==> config.mk <==
export PLATFORM = sky130hd
export DESIGN_NAME = hiccup_guard
export DESIGN_NICKNAME = d
export VERILOG_FILES = /design/src/rtl/hg_pkg.sv /design/src/rtl/hg_persist_ctr.sv /design/src/rtl/hg_interval_timer.sv /design/src/rtl/hiccup_guard.sv
export SDC_FILE = /design/constraint.sdc
export NUM_CORES = 1
export LEC_CHECK = 0
export BUFFER_PORTS_ARGS = -buffer_cell sky130_fd_sc_hd__clkbuf_2
export CAP_MARGIN = 15
export CORE_MARGIN = 3
export CORE_UTILIZATION = 60
export CTS_CLUSTER_DIAMETER = 80
export DETAILED_ROUTE_END_ITERATION = 7
export PLACE_DENSITY = 0.83
export SYNTH_ARGS = -nofsm -noshare
export SYNTH_HDL_FRONTEND = slang
export SYNTH_HIERARCHICAL = 1
export SYNTH_SLANG_ARGS = --single-unit
==> constraint.sdc <==
create_clock -name clk -period 4.65 [get_ports clk]
set_clock_uncertainty 0.15 [all_clocks]
set_input_delay 0.6975 -clock clk [delete_from_list [all_inputs] [get_ports clk]]
set_output_delay 0.6975 -clock clk [all_outputs]
set_load 0.01 [all_outputs]
==> src/rtl/hg_pkg.sv <==
package hg_pkg;

  typedef enum logic [2:0] {
    HG_OFF    = 3'd0,
    HG_DISCH  = 3'd1,
    HG_SOFT   = 3'd2,
    HG_RUN    = 3'd3,
    HG_HICCUP = 3'd4
  } hg_state_e;

  // States in which the power stage switches and faults are counted
  function automatic logic hg_live(input hg_state_e s);
    return (s == HG_SOFT) || (s == HG_RUN);
  endfunction

  // Larger of two bit widths, never below one
  function automatic int hg_wmax(input int a, input int b);
    int m;
    m = (a > b) ? a : b;
    return (m < 1) ? 1 : m;
  endfunction

endpackage

==> src/rtl/hg_persist_ctr.sv <==
module hg_persist_ctr #(
  parameter int CW = 3
) (
  input  logic          clk,
  input  logic          rst_n,
  input  logic          clr,
  input  logic          tick,
  input  logic          flag,
  output logic [CW-1:0] cnt,
  output logic          full
);
  localparam logic [CW-1:0] CMAX = {CW{1'b1}};

  function automatic logic [CW-1:0] sat_step(input logic [CW-1:0] v);
    return (v == CMAX) ? v : v + 1'b1;
  endfunction

  logic [CW-1:0] cnt_q;

  always_ff @(posedge clk or negedge rst_n) begin
    if (!rst_n)    cnt_q <= '0;
    else if (clr)  cnt_q <= '0;
    else if (tick) cnt_q <= flag ? sat_step(cnt_q) : '0;
  end

  assign cnt  = cnt_q;
  assign full = (cnt_q == CMAX);

  a_r4_hold_without_tick: assert property (@(posedge clk) disable iff (!rst_n)
    (!tick && !clr) |=> $stable(cnt_q));
  a_r4_step_up: assert property (@(posedge clk) disable iff (!rst_n)
    (tick && !clr && flag && cnt_q != CMAX) |=> (cnt_q == $past(cnt_q) + 1'b1));
  a_r4_clear_sample: assert property (@(posedge clk) disable iff (!rst_n)
    (tick && !flag) |=> (cnt_q == '0));

endmodule

==> src/rtl/hg_interval_timer.sv <==
module hg_interval_timer #(
  parameter int TW = 8,
  parameter logic [TW-1:0] RST_VAL = '0
) (
  input  logic          clk,
  input  logic          rst_n,
  input  logic          load,
  input  logic [TW-1:0] load_val,
  input  logic          step,
  output logic          zero
);
  logic [TW-1:0] tmr_q;

  always_ff @(posedge clk or negedge rst_n) begin
    if (!rst_n)                  tmr_q <= RST_VAL;
    else if (load)               tmr_q <= load_val;
    else if (step && tmr_q != 0) tmr_q <= tmr_q - 1'b1;
  end

  assign zero = (tmr_q == '0);

  a_r2_timer_monotone: assert property (@(posedge clk) disable iff (!rst_n)
    (!load && !$past(load) && $past(tmr_q) != 0 && !zero) |-> (tmr_q <= $past(tmr_q)));

endmodule

==> src/rtl/hiccup_guard.sv <==
module hiccup_guard
  import hg_pkg::*;
#(
  parameter int SS_TICKS = 16,
  parameter int DIS_CYC  = 256,
  parameter int CW       = 3
) (
  input  logic          clk,
  input  logic          rst_n,
  input  logic          tick,
  input  logic          uv_flag,
  input  logic          oc_flag,
  input  logic          enable,
  input  logic          por_ok,
  input  logic          ss_done,
  output logic          reg_run,
  output logic          ss_discharge,
  output logic          ss_start,
  output logic [2:0]    state_o,
  output logic [CW-1:0] uv_cnt,
  output logic [CW-1:0] oc_cnt
);
  localparam int NFLT = 2;
  localparam int TW   = hg_wmax($clog2(SS_TICKS), $clog2(DIS_CYC));
  localparam logic [TW-1:0] DIS_LD = TW'(DIS_CYC - 1);
  localparam logic [TW-1:0] SS_LD  = TW'(SS_TICKS - 1);

  hg_state_e st_q, st_d;
  logic      en_ok, live, trip_evt, ctr_clr, start_q;
  logic      tm_load, tm_step, tm_zero;
  logic [TW-1:0] tm_val;

  logic [NFLT-1:0] flt_in, flt_full;
  logic [CW-1:0]   flt_cnt [NFLT];

  assign en_ok    = enable & por_ok;
  assign live     = hg_live(st_q);
  assign flt_in   = {oc_flag, uv_flag};
  assign trip_evt = live & (|flt_full);
  assign ctr_clr  = ~live | trip_evt | ~en_ok;

  for (genvar g = 0; g < NFLT; g++) begin : g_ctr
    hg_persist_ctr #(.CW(CW)) u_ctr (
      .clk  (clk),
      .rst_n(rst_n),
      .clr  (ctr_clr),
      .tick (tick),
      .flag (flt_in[g]),
      .cnt  (flt_cnt[g]),
      .full (flt_full[g])
    );
  end

  hg_interval_timer #(.TW(TW), .RST_VAL(DIS_LD)) u_tmr (
    .clk     (clk),
    .rst_n   (rst_n),
    .load    (tm_load),
    .load_val(tm_val),
    .step    (tm_step),
    .zero    (tm_zero)
  );

  always_comb begin
    st_d    = st_q;
    tm_load = 1'b0;
    tm_val  = DIS_LD;
    tm_step = 1'b0;
    unique case (st_q)
      HG_OFF: if (en_ok) st_d = HG_SOFT;
      HG_DISCH: begin
        tm_step = 1'b1;
        if (tm_zero) st_d = HG_OFF;
      end
      HG_SOFT, HG_RUN: begin
        if (!en_ok) begin
          st_d    = HG_DISCH;
          tm_load = 1'b1;
        end else if (trip_evt) begin
          st_d    = HG_HICCUP;
          tm_load = 1'b1;
          tm_val  = SS_LD;
        end else if (st_q == HG_SOFT && ss_done) begin
          st_d = HG_RUN;
        end
      end
      HG_HICCUP: begin
        if (!en_ok) begin
          st_d    = HG_DISCH;
          tm_load = 1'b1;
        end else begin
          tm_step = tick;
          if (tick && tm_zero) st_d = HG_SOFT;
        end
      end
      default: begin
        st_d    = HG_DISCH;
        tm_load = 1'b1;
      end
    endcase
  end

  always_ff @(posedge clk or negedge rst_n) begin
    if (!rst_n) begin
      st_q    <= HG_DISCH;
      start_q <= 1'b0;
    end else begin
      st_q    <= st_d;
      start_q <= (st_d == HG_SOFT) && (st_q != HG_SOFT);
    end
  end

  assign reg_run      = live;
  assign ss_discharge = (st_q == HG_DISCH);
  assign ss_start     = start_q;
  assign state_o      = st_q;
  assign uv_cnt       = flt_cnt[0];
  assign oc_cnt       = flt_cnt[1];

  a_r5_trip_to_hiccup: assert property (@(posedge clk) disable iff (!rst_n)
    (live && en_ok && (uv_cnt == '1 || oc_cnt == '1)) |=> (st_q == HG_HICCUP && uv_cnt == '0 && oc_cnt == '0));
  a_r8_drop_to_discharge: assert property (@(posedge clk) disable iff (!rst_n)
    (!en_ok && (live || st_q == HG_HICCUP)) |=> (st_q == HG_DISCH));
  a_r3_start_in_softstart: assert property (@(posedge clk) disable iff (!rst_n)
    ss_start |-> (st_q == HG_SOFT && $past(st_q) != HG_SOFT));
  a_r3_start_single: assert property (@(posedge clk) disable iff (!rst_n)
    ss_start |=> !ss_start);
  a_r7_idle_counts_zero: assert property (@(posedge clk) disable iff (!rst_n)
    !live |-> (uv_cnt == '0 && oc_cnt == '0));
  a_r2_discharge_holds: assert property (@(posedge clk) disable iff (!rst_n)
    (st_q == HG_DISCH && !tm_zero) |=> (st_q == HG_DISCH));
  a_r6_done_to_run: assert property (@(posedge clk) disable iff (!rst_n)
    (st_q == HG_SOFT && en_ok && !trip_evt && ss_done) |=> (st_q == HG_RUN));

endmodule

Word level (Yosys, flattened, before mapping)
Index checks and enable logic that the tools add are counted.
{"block": "classes", "mux": 27, "n_addsub": 3, "bitwise": 6, "n_reduce_logical": 15, "eq_ne": 10}
{"operator": "3-bit two-way mux", "count": 15}
{"operator": "8-bit two-way mux", "count": 5}
{"operator": "3-bit one-hot mux with 4 select lines", "count": 1}
{"operator": "3-bit by 2-bit equality test with 1-bit output (second input constant)", "count": 3}
{"operator": "3-bit equality test (second input constant)", "count": 3}
{"operator": "8-bit logical NOT", "count": 1}
{"operator": "8-bit nonzero test", "count": 1}
{"operator": "8-bit by 1-bit subtractor with 8-bit output (second input constant)", "count": 1}
{"operator": "3-bit by 1-bit adder with 3-bit output (second input constant)", "count": 2}
{"operator": "3-bit != test (second input constant)", "count": 2}
{"operator": "2-bit OR reduction", "count": 3}
{"operator": "1-bit logical AND", "count": 4}
{"operator": "1-bit two-way mux", "count": 4}
{"operator": "2-bit AND reduction", "count": 2}
{"operator": "2-bit nonzero test", "count": 2}
{"operator": "3-bit by 1-bit equality test with 1-bit output (second input constant)", "count": 1}
{"operator": "3-bit logical NOT", "count": 1}
{"operator": "3-bit by 2-bit != test with 1-bit output (second input constant)", "count": 1}
{"operator": "1-bit one-hot mux with 3 select lines", "count": 1}
{"operator": "1-bit AND", "count": 2}
{"operator": "1-bit inverter", "count": 2}
{"operator": "1-bit bitwise OR", "count": 2}
{"operator": "1-bit one-hot mux with 2 select lines", "count": 1}
{"operator": "1-bit logical OR", "count": 1}
{"block": "word_totals", "word_cells": 66, "reg_bits": 18}

Longest topological paths before layout
Gate-level depths: netlist of run 1.
{"block": "depth", "word_depth": 8, "depth_mapped": 9, "ltp_nobuf": 8}

By module
The synthesis of run 1 kept the hierarchy.
{"mod": "hg_interval_timer", "cells_per_inst": 68, "seq_area_each_um2": 210.2, "n_inst": 1, "area_each_um2": 585.6}
{"mod": "hg_persist_ctr", "cells_per_inst": 16, "seq_area_each_um2": 75.1, "n_inst": 2, "area_each_um2": 171.4}
{"mod": "hiccup_guard", "cells_per_inst": 38, "seq_area_each_um2": 101.3, "n_inst": 1, "area_each_um2": 321.6}

Least setup slack after synthesis of run 1
Ideal clock, no wire load.
{"block": "synth_path", "kind": "input to register", "start": "in enable", "end": "reg u_tmr.tmr_q[3]", "path_slack_ps": 2294, "setup_time_ps": 105, "path_stages": 6, "t_required_ps": 4395, "t_arrival_ps": 2100, "n_path_buf": 1, "cell_sequence": "and2_1 nand4b_1 a21oi_1 buf_2 or4b_2 o41ai_1"}
{"block": "synth_via", "elab_chain_len": 5, "word_cells_on_any_way": 11}
{"element": "start, declared", "line_no": "hiccup_guard.sv:13", "rtl": "input logic enable,"}
{"element": "1-bit AND", "line_no": "hiccup_guard.sv:36", "rtl": "assign en_ok = enable & por_ok;"}
{"element": "1-bit two-way mux", "line_no": "hiccup_guard.sv:87", "rtl": "if (!en_ok) begin"}
{"element": "1-bit one-hot mux with 2 select lines", "line_no": "hiccup_guard.sv:68", "rtl": "unique case (st_q)"}
{"element": "via tm_step", "line_no": "hiccup_guard.sv:30", "rtl": "logic tm_load, tm_step, tm_zero;"}
{"element": "1-bit logical AND", "line_no": "hg_interval_timer.sv:17", "rtl": "else if (step && tmr_q != 0) tmr_q <= tmr_q - 1'b1;"}
{"element": "2-bit nonzero test (no line)"}
{"element": "end signal, assigned", "line_no": "hg_interval_timer.sv:16", "rtl": "else if (load) tmr_q <= load_val;"}
{"element": "end signal, assigned", "line_no": "hg_interval_timer.sv:17"}
{"element": "end, declared", "line_no": "hg_interval_timer.sv:12", "rtl": "logic [TW-1:0] tmr_q;"}
The timed path passes the listed nets, and every way through them passes these cells.
A chain may end at the register's enable or synchronous reset.

Worst setup path after layout of run 1
{"block": "layout_path", "start": "reg st_q[0] (netlist: state_o[0])", "end": "reg u_tmr.tmr_q[3]"}
{"block": "layout_via", "word_cells_on_any_way": 17}
{"element": "start, declared", "line_no": "hiccup_guard.sv:28", "rtl": "hg_state_e st_q, st_d;"}
{"element": "start signal, assigned", "line_no": "hiccup_guard.sv:107", "rtl": "st_q <= st_d;"}
{"element": "3-bit equality test or 3-bit by 1-bit equality test with 1-bit output (tied branches)", "line_no": "hiccup_guard.sv:68"}
{"element": "1-bit one-hot mux with 2 select lines *", "line_no": "hiccup_guard.sv:68"}
{"element": "via tm_step", "line_no": "hiccup_guard.sv:30"}
{"element": "1-bit logical AND *", "line_no": "hg_interval_timer.sv:17"}
{"element": "2-bit nonzero test (no line) *"}
The timed path passes the listed nets; every way through them passes the cells marked *.

==> results of run 1 <==
==> power by group <==
part	leakage (uW)	internal [uW]	switching (uW)
Clock	0.0000210	47.8	54.5
Sequential	0.000220	229	55.0
Combinational	0.000377	122	147
==> synthesized netlist by cell type (2+ instances only) <==
master    instances  area share
nor2_1           10       0.030
dfrtp_1           9        0.18
dfstp_2           9        0.19
inv_1             9       0.027
a21oi_1           7       0.028
nand2b_1          7       0.035
ha_1              6       0.060
nand2_1           6       0.018
nor2b_1           6       0.030
nand3_1           4       0.016
o21ai_0           4       0.016
o32ai_1           4       0.028
a22oi_1           3       0.018
clkbuf_1          3      0.0090
nand3b_1          3       0.018
or4_1             3       0.018
a21boi_1          2       0.012
and2_1            2       0.010
and4b_1           2       0.016
buf_2             2      0.0080
nand4b_1          2       0.014
nor3_1            2      0.0080
nor3b_1           2       0.012
nor4_1            2       0.010
nor4b_1           2       0.014
o211ai_1          2       0.012
o22ai_1           2       0.010
o31ai_1           2       0.012
o41ai_1           2       0.014
or2_0             2       0.010
or2b_1            2       0.012
==> state kept, by name (all words and copies together) (netlist names) <==
name and count:
g_ctr.u_ctr/cnt 6, ss_start 1, state_o 3, u_tmr/tmr_q 8
==> final cells by class <==
type	count	area, um^2
clock buffers	4	36.3
fillers	145	434
inverters	9	33.8
multi-input cells	108	739
flip-flops and latches	18	462
well taps	25	31.3
repair buffers	20	103
==> layer usage <==
metal | global-route usage | share of wire | vias to the layer above | routed length, um
met5 | 0 | 0 | - | 0
li1 | - | - | 552 | -
met4 | 0.153 | 0.027 | 0 | 79
met3 | 0.0315 | 0.061 | 10 | 178
met1 | 0.320 | 0.41 | 551 | 1220
met2 | 0.432 | 0.50 | 50 | 1460
==> metrics by stage <==
stage	std cells	setup WS (ns)	cell area (um^2)
3_3_place_gp	180	1.90	1370
3_5_place_dp	180	1.73	1370
5_1_grt	184	1.82	1410
4_1_cts	184	2.00	1410
2_1_floorplan	141	2.29	1260
6_report	184	1.95	1410
==> cells by family (layout without fill, tap and decap cells) <==
family | count (synthesis) | in the layout | synth area share
simple gates | 64 | 64 | 0.325
compound gates | 34 | 34 | 0.194
flops | 18 | 18 | 0.369
buf+inv | 15 | 33 | 0.0480
fa+ha+maj | 6 | 6 | 0.0601
other cells | 1 | 4 | 0.00300
==> critical path, cell delays in order, from the launching register on <==
cell	delay [ns]
dfstp_2	0.63
or2b_1	0.24
a21oi_1	0.53
or4b_2	0.70
o41ai_1	0.34
==> final timing paths <==
kind	from	to	depth (start not counted)
setup / recovery	state_o[0]	u_tmr/tmr_q[3]	4
setup reg to reg	state_o[0]	u_tmr/tmr_q[3]	4
min in group clk	g_ctr[0].u_ctr/cnt[2]	g_ctr[0].u_ctr/cnt[2]	2
hold reg to reg	g_ctr[0].u_ctr/cnt[2]	g_ctr[0].u_ctr/cnt[2]	2
hold / removal	rst_n	ss_start	1
max in group asynchronous	rst_n	u_tmr/tmr_q[6]	1
==> impl_metrics.yaml, run 1 <==
power_and_ir_drop:
  pwr_density_cell_mw_per_mm2: 466
  ir_drop_uv: 294
  power_uw: 655
  leakagePower_uw: 0.000617
sta:
  slew_headroom: 0.570
  finalMaxSlewViolations: 0
  hold_viol: 0
  tightest_slew_ns: 0.645
  tns_ns: 0
  clock.fmax_mhz: 370
  rsz0062_at_grt: "no"
  setup_viol: 0
  fin_crit_sh: 0.581
  whs_ns: 0.167
  min_period_ns: 2.70
placed_design:
  hpwl_um: 2140
  gpl.final_weighted_congestion: 0.848
  port_buffers: 19
critical_path:
  reg2reg_slack_ns: 1.95
  cp-start-kind: "flop"
  path_max_fanout: 10
  cp-end-kind: "flop"
  required_ns: 4.70
  worstPathArrival_ns: 2.75
  critical_path_class: "flop to flop"
flow_run:
  cap_violations: 0
floorplan:
  num_rows: 15
  core_area_mm2: 0.00184
  io_pins: 20
  die_w_um: 51.6
  die_h_um: 51.6
  die_area_mm2: 0.00267
  initial_core_util: 0.680
global_route:
  grt_pass1_wl_um: 5150
  antenna_found_initial: 0
  grt_usage: 0.259
  grt-ovfl-total: 0
  grt_pass1_vias: 1117
  grt_max_degree: 27
detailed_routing:
  drtAntennaViolNets: 0
  routed_wl_um: 2930
  vias_per_cell: 6.32
  drc: 0
  drtIter0Drc: 27
  wire_per_inst_um: 15.9
  num_vias: 1163
  dr.pass1.iters: 4
cells_and_area:
  final_nets: 174
  final_cell_mix: "clkbuf_2, nor2_1, inv_1, dfrtp_1, dfstp_2"
  postLayoutCoreUtil: 0.764
  drive_above_1_share: 0.239
  syn2layout_area_growth_pct: 12.4
  final_common_cell: "clkbuf_2"
  n_antenna_cell: 0
outcome:
  status: "finished, final reports clean"
yosys:
  avgSynthCellArea_um2: 9.06
  ys_types: 46
  netlist_instances: 138
  synth_edf_count: 0
  yosys_warnings: 6
  ys_seq_elements: 18
  synth_area_mm2: 0.00125
  yosysSeqAreaShare: 0.369
  synth_flop_cell: "dfstp_2"
  synth-async-reset-ratio: 1.00
clock_tree:
  cts_root_buf: "clkbuf_4"
  postCtsHoldBufs: 0
  cts_inserted_buffers: 3
  ctsResizeCount: 0
  cts_tree: "yes"
  cts.path.max_buffers: 2
  htree_levels: 1
  cts_sinks: 18
  clkSlewWorstSetupHoldPaths_ns: 0.12
  cts_setup_buffers: 0
  clk_latency_ns: 0.31
worst_hold_path:
  hold_class: "primary input to async pin"
No activity file was read; power rests on OpenSTA's default activity.
==> inputs of run 2 (changes only) <==
- CORE_ASPECT_RATIO: not set -> 0.6
- CORE_UTILIZATION: 60 -> 50
- PLACE_DENSITY: 0.83 -> 0.74
- clock period: 4.65 -> 2.37 ns (I/O delays scaled with it)
==> run 2 against run 1 <==
Clock-buffer cell count unchanged. Sequential share of layout area down 2.8 points. Combinational power increased by 130%. Critical path depth rose by 3. Via count up 3.1%. Routed wire length increased by 13%. Highest routed layer unchanged. Clock power increased by 150%. First-iteration DRC count grew to 4.8 times the previous value. Global-route usage shrank 4.5 points. Worst setup slack worse by 1.9 ns. Utilization down 8.4 points.
==> impl_metrics.yaml, run 2 (synthesis gave the netlist of run 1 again) <==
critical_path:
  cp-start-kind: "flop"
  path_max_fanout: 5
  critPathMaxStageDelay_ns: 0.47
  required_ns: 2.39
  cp_cell_sequence: "inv_1 -> ha_1 -> or3b_2 -> nor2_1 -> and4bb_2 -> o31ai_1 -> a211oi_2"
  crit_family: "simple AND/OR/NAND/NOR gates"
  critical_path_class: "flop to flop"
  cp-end-kind: "flop"
  worstPathArrival_ns: 2.30
  critPathSlowestCell: "or3b_2"
  critPathBufInv: 1
floorplan:
  num_rows: 13
  initial_core_util: 0.553
  die_h_um: 44.7
  io_pins: 20
  die_area_mm2: 0.00316
  core_area_mm2: 0.00226
  die_w_um: 70.6
clock_tree:
  cts_root_buf: "clkbuf_8"
  cts.path.max_buffers: 2
  clk_latency_ns: 0.26
  cts_sinks: 18
  cts_inserted_buffers: 3
  htree_levels: 1
  clkSlewWorstSetupHoldPaths_ns: 0.07
  cts_tree: "yes"
cells_and_area:
  syn2layout_area_growth_pct: 23.0
  final_cell_mix: "clkbuf_2, buf_4, nor2_1"
  fillers: 179
  drive_above_1_share: 0.306
  regMostFlops: "u_tmr/tmr_q"
  layout.area.seq_um2: 462
  final_nets: 185
  final_common_cell: "clkbuf_2"
  multi_input_area_um2: 762
  postLayoutCoreUtil: 0.680
  n_antenna_cell: 0
  largest_reg_flops: 8
detailed_routing:
  num_vias: 1199
  vias_per_cell: 6.00
  drtAntennaViolNets: 0
  dr.pass1.iters: 4
  routed_wl_um: 3300
  drc: 0
  wire_per_inst_um: 16.5
  drtIter0Drc: 129
flow_run:
  cap_violations: 0
worst_hold_path:
  hold_class: "primary input to flop"
sta:
  min_period_ns: 2.27
  finalMaxSlewViolations: 0
  slew_headroom: 0.561
  clock.fmax_mhz: 440
  fin_crit_sh: 0.959
  hold_viol: 0
  layout_setup_ws_ns: 0.0966
  setup_viol: 0
  tightest_slew_ns: 0.652
power_and_ir_drop:
  ir_drop_uv: 427
  leakagePower_uw: 0.000685
  pwr_density_cell_mw_per_mm2: 925
global_route:
  antenna_found_initial: 0
  grt-ovfl-total: 0
  grt_pass1_wl_um: 5080
  grt_usage: 0.214
  grt_max_degree: 19
  grt_pass1_vias: 1051
outcome:
  status: "finished, final reports clean"
placed_design:
  gpl.final_weighted_congestion: 0.878
  dpl_worst_slack_ns: 0.0564
  port_buffers: 19
  hpwl_um: 2370
[run 2: cell count changes in the layout (fill, tap and decap cells not counted), sizes merged]
cell / before / now
dlygate4sd3: 0 / 1
buf: 1 / 11
[run 2: worst reg2reg max path: stages, from the launching register on]
cell      delay, ns
dfstp_2        0.39
inv_1          0.09
ha_1           0.19
or3b_2         0.47
nor2_1         0.31
and4bb_2       0.27
o31ai_1        0.10
a211oi_2       0.22
[run 2: cell type report]
type,count,share of cell area
Clock buffer,4,0.0358
Inverter,9,0.0220
Multi-Input combinational cell,108,0.496
Sequential cell,18,0.300
Tap cell,30,0.0244
Timing Repair Buffer,31,0.122
[run 2: worst paths after layout]
| path | startpoint | end | slack, ns | cells after the start |
|---|---|---|---|---|
| setup / recovery | u_tmr/tmr_q[0] | ss_start | 0.1 | 7 |
| hold / removal | por_ok | state_o[2] | 0.17 | 3 |
| setup reg to reg | u_tmr/tmr_q[0] | ss_start | 0.1 | 7 |
| hold reg to reg | g_ctr[1].u_ctr/cnt[1] | g_ctr[1].u_ctr/cnt[1] | 0.43 | 2 |
| max in group asynchronous | rst_n | u_tmr/tmr_q[6] | 1.31 | 2 |
| min in group asynchronous | rst_n | state_o[1] | 0.42 | 2 |
[run 2: through the flow]
| stage | power (uW) | instance area [um^2] | setup TNS [ns] | std cells | hold WS [ns] |
|---|---|---|---|---|---|
| 3_3_place_gp | 1090 | 1440 | 0 | 194 | 0.172 |
| 5_1_grt | 1520 | 1540 | -0.0162 | 200 | 0.171 |
| 2_1_floorplan | 927 | 1260 | 0 | 141 | -0.0901 |
| 6_report | 1420 | 1540 | 0 | 200 | 0.175 |
| 3_5_place_dp | 1130 | 1440 | 0 | 194 | 0.180 |
| 4_1_cts | 1400 | 1520 | 0 | 200 | 0.163 |
[run 2: timing repair]
| action | CTS | global route |
|---|---|---|
| endpoints found under the setup margin | 1 | 3 |
| hold buffers | 1 | 0 |
| endpoints found under the hold margin | 9 | 0 |
| buffers inserted | 1 | 0 |
| resized for setup | 0 | 5 |
| cloned | 0 | 0 |
[run 2: routing by layer]
layer	track usage	wire [um]	up-vias
li1	-	-	575
met1	0.291	1510	579
met2	0.338	1530	39
met3	0.0556	228	6
met4	0.0749	38	0
met5	0	0	-
[run 2: power breakdown]
part	leakage [uW]	total [uW]	internal [uW]	switching (uW)
Clock	0.0000288	254	148	106
Sequential	0.000220	548	448	99.4
Combinational	0.000436	621	292	329
